--- src/rtl/ihex_pkg.sv ---
package ihex_pkg;

    localparam int ADDR_W = 16;
    localparam logic [7:0] REC_DATA = 8'h00;
    localparam logic [7:0] REC_EOF  = 8'h01;
    localparam logic [7:0] CH_COLON = 8'h3A;

    typedef enum logic [2:0] {
        ST_HUNT,
        ST_COUNT,
        ST_ADDR_HI,
        ST_ADDR_LO,
        ST_TYPE,
        ST_DATA,
        ST_CSUM
    } rec_state_e;

    typedef struct packed {
        logic       is_hex;
        logic       is_colon;
        logic [3:0] nib;
    } char_info_t;

    function automatic char_info_t classify(input logic [7:0] c);
        char_info_t r;
        r.is_colon = (c == CH_COLON);
        r.is_hex   = 1'b0;
        r.nib      = 4'h0;
        if (c >= 8'h30 && c <= 8'h39) begin
            r.is_hex = 1'b1;
            r.nib    = c[3:0];
        end else if ((c >= 8'h41 && c <= 8'h46) || (c >= 8'h61 && c <= 8'h66)) begin
            r.is_hex = 1'b1;
            r.nib    = c[3:0] + 4'd9;
        end
        return r;
    endfunction

endpackage

--- src/rtl/ihex_char_class.sv ---
module ihex_char_class
    import ihex_pkg::*;
(
    input  logic [7:0] ch,
    output char_info_t info
);
    always_comb begin
        info = classify(ch);
    end
endmodule

--- src/rtl/ihex_byte_pack.sv ---
module ihex_byte_pack (
    input  logic       clk,
    input  logic       rst,
    input  logic       in_valid,
    input  logic       is_hex,
    input  logic [3:0] nib,
    input  logic       active,
    output logic       byte_stb,
    output logic [7:0] byte_val
);
    logic       have_hi;
    logic [3:0] hi_q;

    always_ff @(posedge clk) begin
        if (rst || !active) begin
            have_hi <= 1'b0;
            hi_q    <= 4'h0;
        end else if (in_valid) begin
            if (is_hex) begin
                if (!have_hi) begin
                    hi_q    <= nib;
                    have_hi <= 1'b1;
                end else begin
                    have_hi <= 1'b0;
                end
            end else begin
                have_hi <= 1'b0;
            end
        end
    end

    assign byte_stb = active && in_valid && is_hex && have_hi;
    assign byte_val = {hi_q, nib};

    AST_PAIRED_NIBBLES: assert property (@(posedge clk) disable iff (rst)
        byte_stb |=> !byte_stb) else $error("byte strobe on consecutive cycles");
endmodule

--- src/rtl/ihex_record_seq.sv ---
module ihex_record_seq
    import ihex_pkg::*;
#(
    parameter int MAX_DATA = 16
) (
    input  logic              clk,
    input  logic              rst,
    input  logic              in_valid,
    input  logic              is_hex,
    input  logic              is_colon,
    input  logic              byte_stb,
    input  logic [7:0]        byte_val,
    output logic              active,
    output logic              wr_en,
    output logic [ADDR_W-1:0] wr_addr,
    output logic [7:0]        wr_data,
    output logic              csum_err,
    output logic              frame_err,
    output logic              eof_done
);
    localparam int CNT_W = $clog2(MAX_DATA + 1);

    rec_state_e        state_q;
    logic [7:0]        sum_q;
    logic [7:0]        sum_nx;
    logic [7:0]        rtype_q;
    logic [ADDR_W-1:0] addr_q;
    logic [CNT_W-1:0]  left_q;

    assign sum_nx = sum_q + byte_val;
    assign active = (state_q != ST_HUNT);

    always_ff @(posedge clk) begin
        if (rst) begin
            state_q   <= ST_HUNT;
            sum_q     <= 8'h00;
            rtype_q   <= 8'h00;
            addr_q    <= '0;
            left_q    <= '0;
            wr_en     <= 1'b0;
            wr_addr   <= '0;
            wr_data   <= 8'h00;
            csum_err  <= 1'b0;
            frame_err <= 1'b0;
            eof_done  <= 1'b0;
        end else begin
            wr_en     <= 1'b0;
            csum_err  <= 1'b0;
            frame_err <= 1'b0;
            if (in_valid && is_colon) begin
                frame_err <= (state_q != ST_HUNT);
                state_q   <= ST_COUNT;
                sum_q     <= 8'h00;
                eof_done  <= 1'b0;
            end else if (in_valid && active && !is_hex) begin
                frame_err <= 1'b1;
                state_q   <= ST_HUNT;
            end else if (byte_stb) begin
                sum_q <= sum_nx;
                case (state_q)
                    ST_COUNT: begin
                        if (byte_val > 8'(MAX_DATA)) begin
                            frame_err <= 1'b1;
                            state_q   <= ST_HUNT;
                        end else begin
                            left_q  <= byte_val[CNT_W-1:0];
                            state_q <= ST_ADDR_HI;
                        end
                    end
                    ST_ADDR_HI: begin
                        addr_q[15:8] <= byte_val;
                        state_q      <= ST_ADDR_LO;
                    end
                    ST_ADDR_LO: begin
                        addr_q[7:0] <= byte_val;
                        state_q     <= ST_TYPE;
                    end
                    ST_TYPE: begin
                        rtype_q <= byte_val;
                        state_q <= (left_q == '0) ? ST_CSUM : ST_DATA;
                    end
                    ST_DATA: begin
                        if (rtype_q == REC_DATA) begin
                            wr_en   <= 1'b1;
                            wr_addr <= addr_q;
                            wr_data <= byte_val;
                        end
                        addr_q <= addr_q + 1'b1;
                        left_q <= left_q - 1'b1;
                        if (left_q == CNT_W'(1)) begin
                            state_q <= ST_CSUM;
                        end
                    end
                    ST_CSUM: begin
                        if (sum_nx != 8'h00) begin
                            csum_err <= 1'b1;
                        end else if (rtype_q == REC_EOF) begin
                            eof_done <= 1'b1;
                        end
                        state_q <= ST_HUNT;
                    end
                    default: state_q <= state_q;
                endcase
            end
        end
    end

    AST_WR_SPACING: assert property (@(posedge clk) disable iff (rst)
        wr_en |=> !wr_en) else $error("write strobes too close");
    AST_LEFT_RANGE: assert property (@(posedge clk) disable iff (rst)
        (state_q == ST_DATA) |-> (left_q != '0 && left_q <= CNT_W'(MAX_DATA))) else $error("count out of range");
    AST_ERR_EXCL: assert property (@(posedge clk) disable iff (rst)
        !(csum_err && frame_err)) else $error("both errors at once");
    AST_CSUM_END: assert property (@(posedge clk) disable iff (rst)
        csum_err |-> (state_q == ST_HUNT && !wr_en)) else $error("checksum report mid record");
    AST_FRAME_RESYNC: assert property (@(posedge clk) disable iff (rst)
        frame_err |-> (state_q == ST_HUNT || state_q == ST_COUNT)) else $error("frame error without resync");
    AST_DONE_HOLD: assert property (@(posedge clk) disable iff (rst)
        (eof_done && !(in_valid && is_colon)) |=> eof_done) else $error("done dropped");
endmodule

--- src/rtl/ihex_loader.sv ---
module ihex_loader
    import ihex_pkg::*;
#(
    parameter int MAX_DATA = 16
) (
    input  logic        clk,
    input  logic        rst,
    input  logic        in_valid,
    input  logic [7:0]  in_char,
    output logic        wr_en,
    output logic [15:0] wr_addr,
    output logic [7:0]  wr_data,
    output logic        csum_err,
    output logic        frame_err,
    output logic        eof_done
);
    char_info_t info;
    logic       active;
    logic       byte_stb;
    logic [7:0] byte_val;

    ihex_char_class u_class (
        .ch   (in_char),
        .info (info)
    );

    ihex_byte_pack u_pack (
        .clk      (clk),
        .rst      (rst),
        .in_valid (in_valid),
        .is_hex   (info.is_hex),
        .nib      (info.nib),
        .active   (active),
        .byte_stb (byte_stb),
        .byte_val (byte_val)
    );

    ihex_record_seq #(.MAX_DATA(MAX_DATA)) u_seq (
        .clk       (clk),
        .rst       (rst),
        .in_valid  (in_valid),
        .is_hex    (info.is_hex),
        .is_colon  (info.is_colon),
        .byte_stb  (byte_stb),
        .byte_val  (byte_val),
        .active    (active),
        .wr_en     (wr_en),
        .wr_addr   (wr_addr),
        .wr_data   (wr_data),
        .csum_err  (csum_err),
        .frame_err (frame_err),
        .eof_done  (eof_done)
    );

    AST_IDLE_AFTER_RESET: assert property (@(posedge clk)
        rst |=> (!wr_en && !csum_err && !frame_err && !eof_done)) else $error("outputs active after reset");
endmodule

--- config.mk ---
export PLATFORM = sky130hd
export DESIGN_NAME = ihex_loader
export DESIGN_NICKNAME = d
export VERILOG_FILES = /design/src/rtl/ihex_pkg.sv /design/src/rtl/ihex_char_class.sv /design/src/rtl/ihex_byte_pack.sv /design/src/rtl/ihex_record_seq.sv /design/src/rtl/ihex_loader.sv
export SDC_FILE = /design/constraint.sdc
export NUM_CORES = 1
export LEC_CHECK = 0
export BUFFER_PORTS_ARGS = -buffer_cell sky130_fd_sc_hd__buf_2
export CAP_MARGIN = 20
export CORE_ASPECT_RATIO = 1.1
export CORE_UTILIZATION = 25
export CTS_CLUSTER_DIAMETER = 80
export DETAILED_ROUTE_END_ITERATION = 8
export PLACE_DENSITY = 0.49
export SLEW_MARGIN = 15
export SYNTH_ARGS = -nofsm -noshare
export SYNTH_HDL_FRONTEND = slang
export SYNTH_HIERARCHICAL = 1
export SYNTH_SLANG_ARGS = --single-unit
--- constraint.sdc ---
create_clock -name clk -period 3.5 [get_ports clk]
set_input_delay 0 -clock clk [delete_from_list [all_inputs] [get_ports clk]]
set_output_delay 0 -clock clk [all_outputs]
set_load 0.05 [all_outputs]
==> metrics.md <==
| Metric | Value |
|---|---|
| Remaining Overflow, GRT | 0 |
| Hold slack | between 0.04 and 0.05 ns |
| Number of max-cap violations | 0 |
| Slew margin rel. | about 63% |
| Critical R2R Capture | u_seq/wr_data[3] |
| Fillers | roughly 1,600 |
| Share of layout cells above drive strength 1 | between 10% and 20% |
| Fin util | 30.5% |
| IO buf count | 38 |
| Routed wire length | around 10 mm |
| Setup ws final | between 0.6 and 0.7 ns |
| Syn_nets | between 400 and 500 |
| Synth cell types | 60 |
| Final Instance Area | about 0.0046 mm2 |
| Met3 Use GR | approximately 2.3% |
| Initial Util | 25.9% |
| Routed vias | between 3,000 and 4,000 |
| CTS Hold Bufs | 0 |
| Final Skew | ~0.0067 ns |
| Worst Hold Class | primary input to register |
| Met1 global-route usage | ~17% |
| Placeable Area | between 0.015 and 0.02 mm2 |
| Pins Over Slew Limit | 0 |
| Status | finished, final reports clean |
| Pre-antenna DRT Iters | 4 |
| Met2 usage | 21.1% |
| CTS sink cnt | 73 |
| Crit. End Element | register |
| CP max stage cell | or4_1 |
| Ys Warns | 6 |
| Final period util | approximately 80% |
| Cell count after synthesis | between 400 and 500 |
| RSZ-0062 raised after global routing | no |
| Post-synth top area share | 37.3% |
| Largest net degree at the start of global routing | between 50 and 60 |
| Post-DP HPWL | 7.06 mm |
| Worst Path Max Fanout | 4 |
| Ranking of synthesized cells by area | dfxtp_1 (37%), mux2i_1 (11%), nor2_1 (6.0%) |
| I/O pin count | 39 |
| Ys flop type | dfxtp_1 |
| CTS resizes | 0 |
| Dpl ws | 0.356 ns |
| Average instance area after synthesis | about 8.7 um2 |
| Fmax | roughly 350 MHz |
| Seq cells post-synth | 73 |
| CTS HTree Levels | 3 |
| Pleak | roughly 1.8 nW |
| Vias in the first global route | around 3,200 |
| GR peak layer | met2 |
| Largest area contributor in the netlist | dfxtp_1 |
| First-pass GRT wire length | 16.5 mm |
| Sequential share of power | a little over two fifths |
| Hold path cells | 2 |
| GRT Total Usage | between 10% and 20% |
| WL per Instance | around 15 um |
| Switch share | 19.9% |
| Crit path kind | primary input to register |
| Crit path DAT | roughly 3.1 ns |
| Diode count | 0 |
| FF-to-FF Start | u_seq/state_q[0] |
| Hold endpoint | u_seq/left_q[3] |
| GPL Wtd Cong | 0.788 |
| Logic pwr share | approximately 3.2% |
| EDFF count, synth | 0 |
| Async set-reset flop share out of synthesis | 0% |
| Post-route ant nets | 0 |
| Fin nets | 507 |
| Max clock buf depth | 2 |
| Initial antenna violation count | 0 |
| Final Setup Violations | 0 |
| Clock share of power | between 50 and 60% |
| # rows | 47 |
| Synthesis-to-finish area growth | 18.1% |
| FF-to-FF path depth | 9 |
| CP Launch Type | primary input |
| Switching power | between 0.3 and 0.4 mW |
| CP Data Required Time | between 3 and 4 ns |
| Clk_lat worst skew | approximately 0.34 ns |
| Mapped cell area | 0.00392 mm2 |
| CP max stage delay | ~0.55 ns |
| Hold Fails Final Rpt | 0 |
| Pwr/cell area | about 430 mW/mm2 |
| Clock transition at path regs | ~0.060 ns |
| Vias per std cell | 4.90 |
| TritonCTS buffer count | 9 |
| Post-route DRC | 0 |
| Worst Tran Pin Value | around 0.55 ns |
| Worst-path cell chain | buf_2 > inv_1 > ha_1 > nand2b_1 > o211ai_1 > o22ai_1 > ha_1 > a211oi_1 > o31ai_1 > xor2_1 > or4_1 > nor3_1 > a22o_1 |
| Setup bufs post-CTS | 0 |
| Maximum VDD drop | between 0.00015 and 0.0002 V |
| Root Buffer | clkbuf_16 |
| Die footprint | around 0.016 mm2 |
| DP Area | about 0.0043 mm2 |
| Period minus WS final | around 2.9 ns |
| TNS Setup | 0 ns |
| Hold_sp | rst |
| Detailed Route Iter0 Violations | roughly 230 |
| Chip width | between 100 and 150 um |
| CP most frequent cell | ha_1 |
| Worst reg-to-reg setup slack | 0.82 ns |
| P_int | between 1.5 and 2 mW |
| Die Ht | roughly 130 um |
| CTS tree | built |
| Post-synthesis sequential area ratio | roughly 37% |
worst max-delay path, delay by kind of cell:
| kind | cells | cell delay [ns] |
|---|---|---|
| compound gates | 5 | 1.24 |
| simple gates | 3 | 0.92 |
| fa+ha+maj | 2 | 0.56 |
| buf+inv | 2 | 0.24 |
| xor+xnor | 1 | 0.17 |
Yosys cell counts, drive strengths merged, types with 2 or more instances:
cell and instances:
a2111oi 4, a211oi 11, a21o 4, a21oi 23
a221oi 2, a22oi 4, a311oi 2, a31oi 2
a32o 2, and2 3, and3 3, and3b 2
buf 13, clkbuf 17, dfxtp 73, ha 14
inv 12, mux2i 45, nand2 29, nand2b 3
nand3 12, nand3b 8, nand4 2, nor2 63
nor2b 7, nor3 13, nor3b 4, nor4 4
nor4b 3, o21ai 25, o21bai 2, o22ai 6
o31ai 4, o32ai 3, or2 4, or4 2
xnor2 3, xor2 4
area by class of cell:
class | instances | area [um2] | area share [%]
clock inverters | 4 | 98.8 | 2.13
clock buffers | 12 | 256 | 5.53
inverters | 12 | 45.0 | 0.972
repair buffers | 49 | 273 | 5.89
flip-flops and latches | 73 | 1460 | 31.5
multi-input cells | 336 | 2250 | 48.7
well taps | 196 | 245 | 5.29
metal layers:
| layer | wire length [um] | up-vias |
|---|---|---|
| li1 | - | 1687 |
| met3 | 353 | 7 |
| met2 | 4850 | 44 |
| met4 | 127 | 0 |
| met5 | 0 | - |
| met1 | 4880 | 1606 |
through the flow:
step                std cells  power (mW)
floorplan                 451       0.890
global placement          666       0.911
detailed placement        666       0.913
CTS                       682        2.01
global route              682        2.05
finish                    682        1.98
sequential cells by signal (all words and copies together) (netlist names):
| signal | flops |
|---|---|
| u_seq/addr_q | 16 |
| u_seq/wr_addr | 16 |
| u_seq/rtype_q | 8 |
| u_seq/sum_q | 8 |
| u_seq/wr_data | 8 |
| u_seq/left_q | 5 |
| u_pack/hi_q | 4 |
| u_seq/state_q | 3 |
| u_pack/have_hi | 1 |
| u_seq/csum_err | 1 |
| u_seq/eof_done | 1 |
| u_seq/frame_err | 1 |
| u_seq/wr_en | 1 |
logic make-up after synthesis:
| group | Yosys count | synth area share (%) |
|---|---|---|
| simple gates | 166 | 22.1 |
| buf+inv | 42 | 5.29 |
| xor+xnor | 7 | 1.56 |
| mux | 45 | 11.5 |
| compound gates | 103 | 17.4 |
| flops | 73 | 37.3 |
| fa+ha+maj | 15 | 4.98 |
how the worst max path moves through the flow:
stage | start | endpoint | slack [ns]
after floorplan | in_char[0] | u_seq/eof_done | 0.78
after global placement | in_char[0] | u_seq/csum_err | 0.52
after detailed placement | in_char[0] | u_seq/eof_done | 0.36
after CTS | in_char[0] | u_seq/eof_done | 0.70
after global routing | in_char[0] | u_seq/eof_done | 0.48
final | in_char[0] | u_seq/eof_done | 0.65
power groups by stage:
stage | clock network [mW] | logic, mW | registers, mW
final | 1.09 | 0.0625 | 0.831
after global routing | 1.15 | 0.0689 | 0.831
after CTS | 1.12 | 0.0631 | 0.831
after detailed placement | 0 | 0.0630 | 0.850
after global placement | 0 | 0.0612 | 0.850
after floorplan | 0 | 0.0407 | 0.849
layout by cell type (no fill, tap or decap), types with 3 or more instances in the layout:
cell,netlist,final
mux2i_1,45,45
o31ai_1,4,4
buf_2,4,38
a211oi_1,11,11
a22oi_1,4,4
inv_1,11,11
nor3b_1,4,4
or2_2,4,4
o21ai_0,25,25
nand2_1,29,29
o22ai_1,6,6
and3_1,3,3
nor3_1,12,12
bufinv_16,0,3
nand3_1,12,12
and2_1,3,3
dfxtp_1,73,73
nor2_1,63,63
nand2b_1,3,3
clkbuf_16,0,9
nor2b_1,7,7
nor4_1,3,3
a21o_1,3,3
a2111oi_0,4,3
o32ai_1,3,3
a21oi_1,23,23
ha_1,14,14
buf_4,4,11
xnor2_1,3,3
nand3b_1,8,8
xor2_1,4,4
Power figures use the tool's default switching activity.
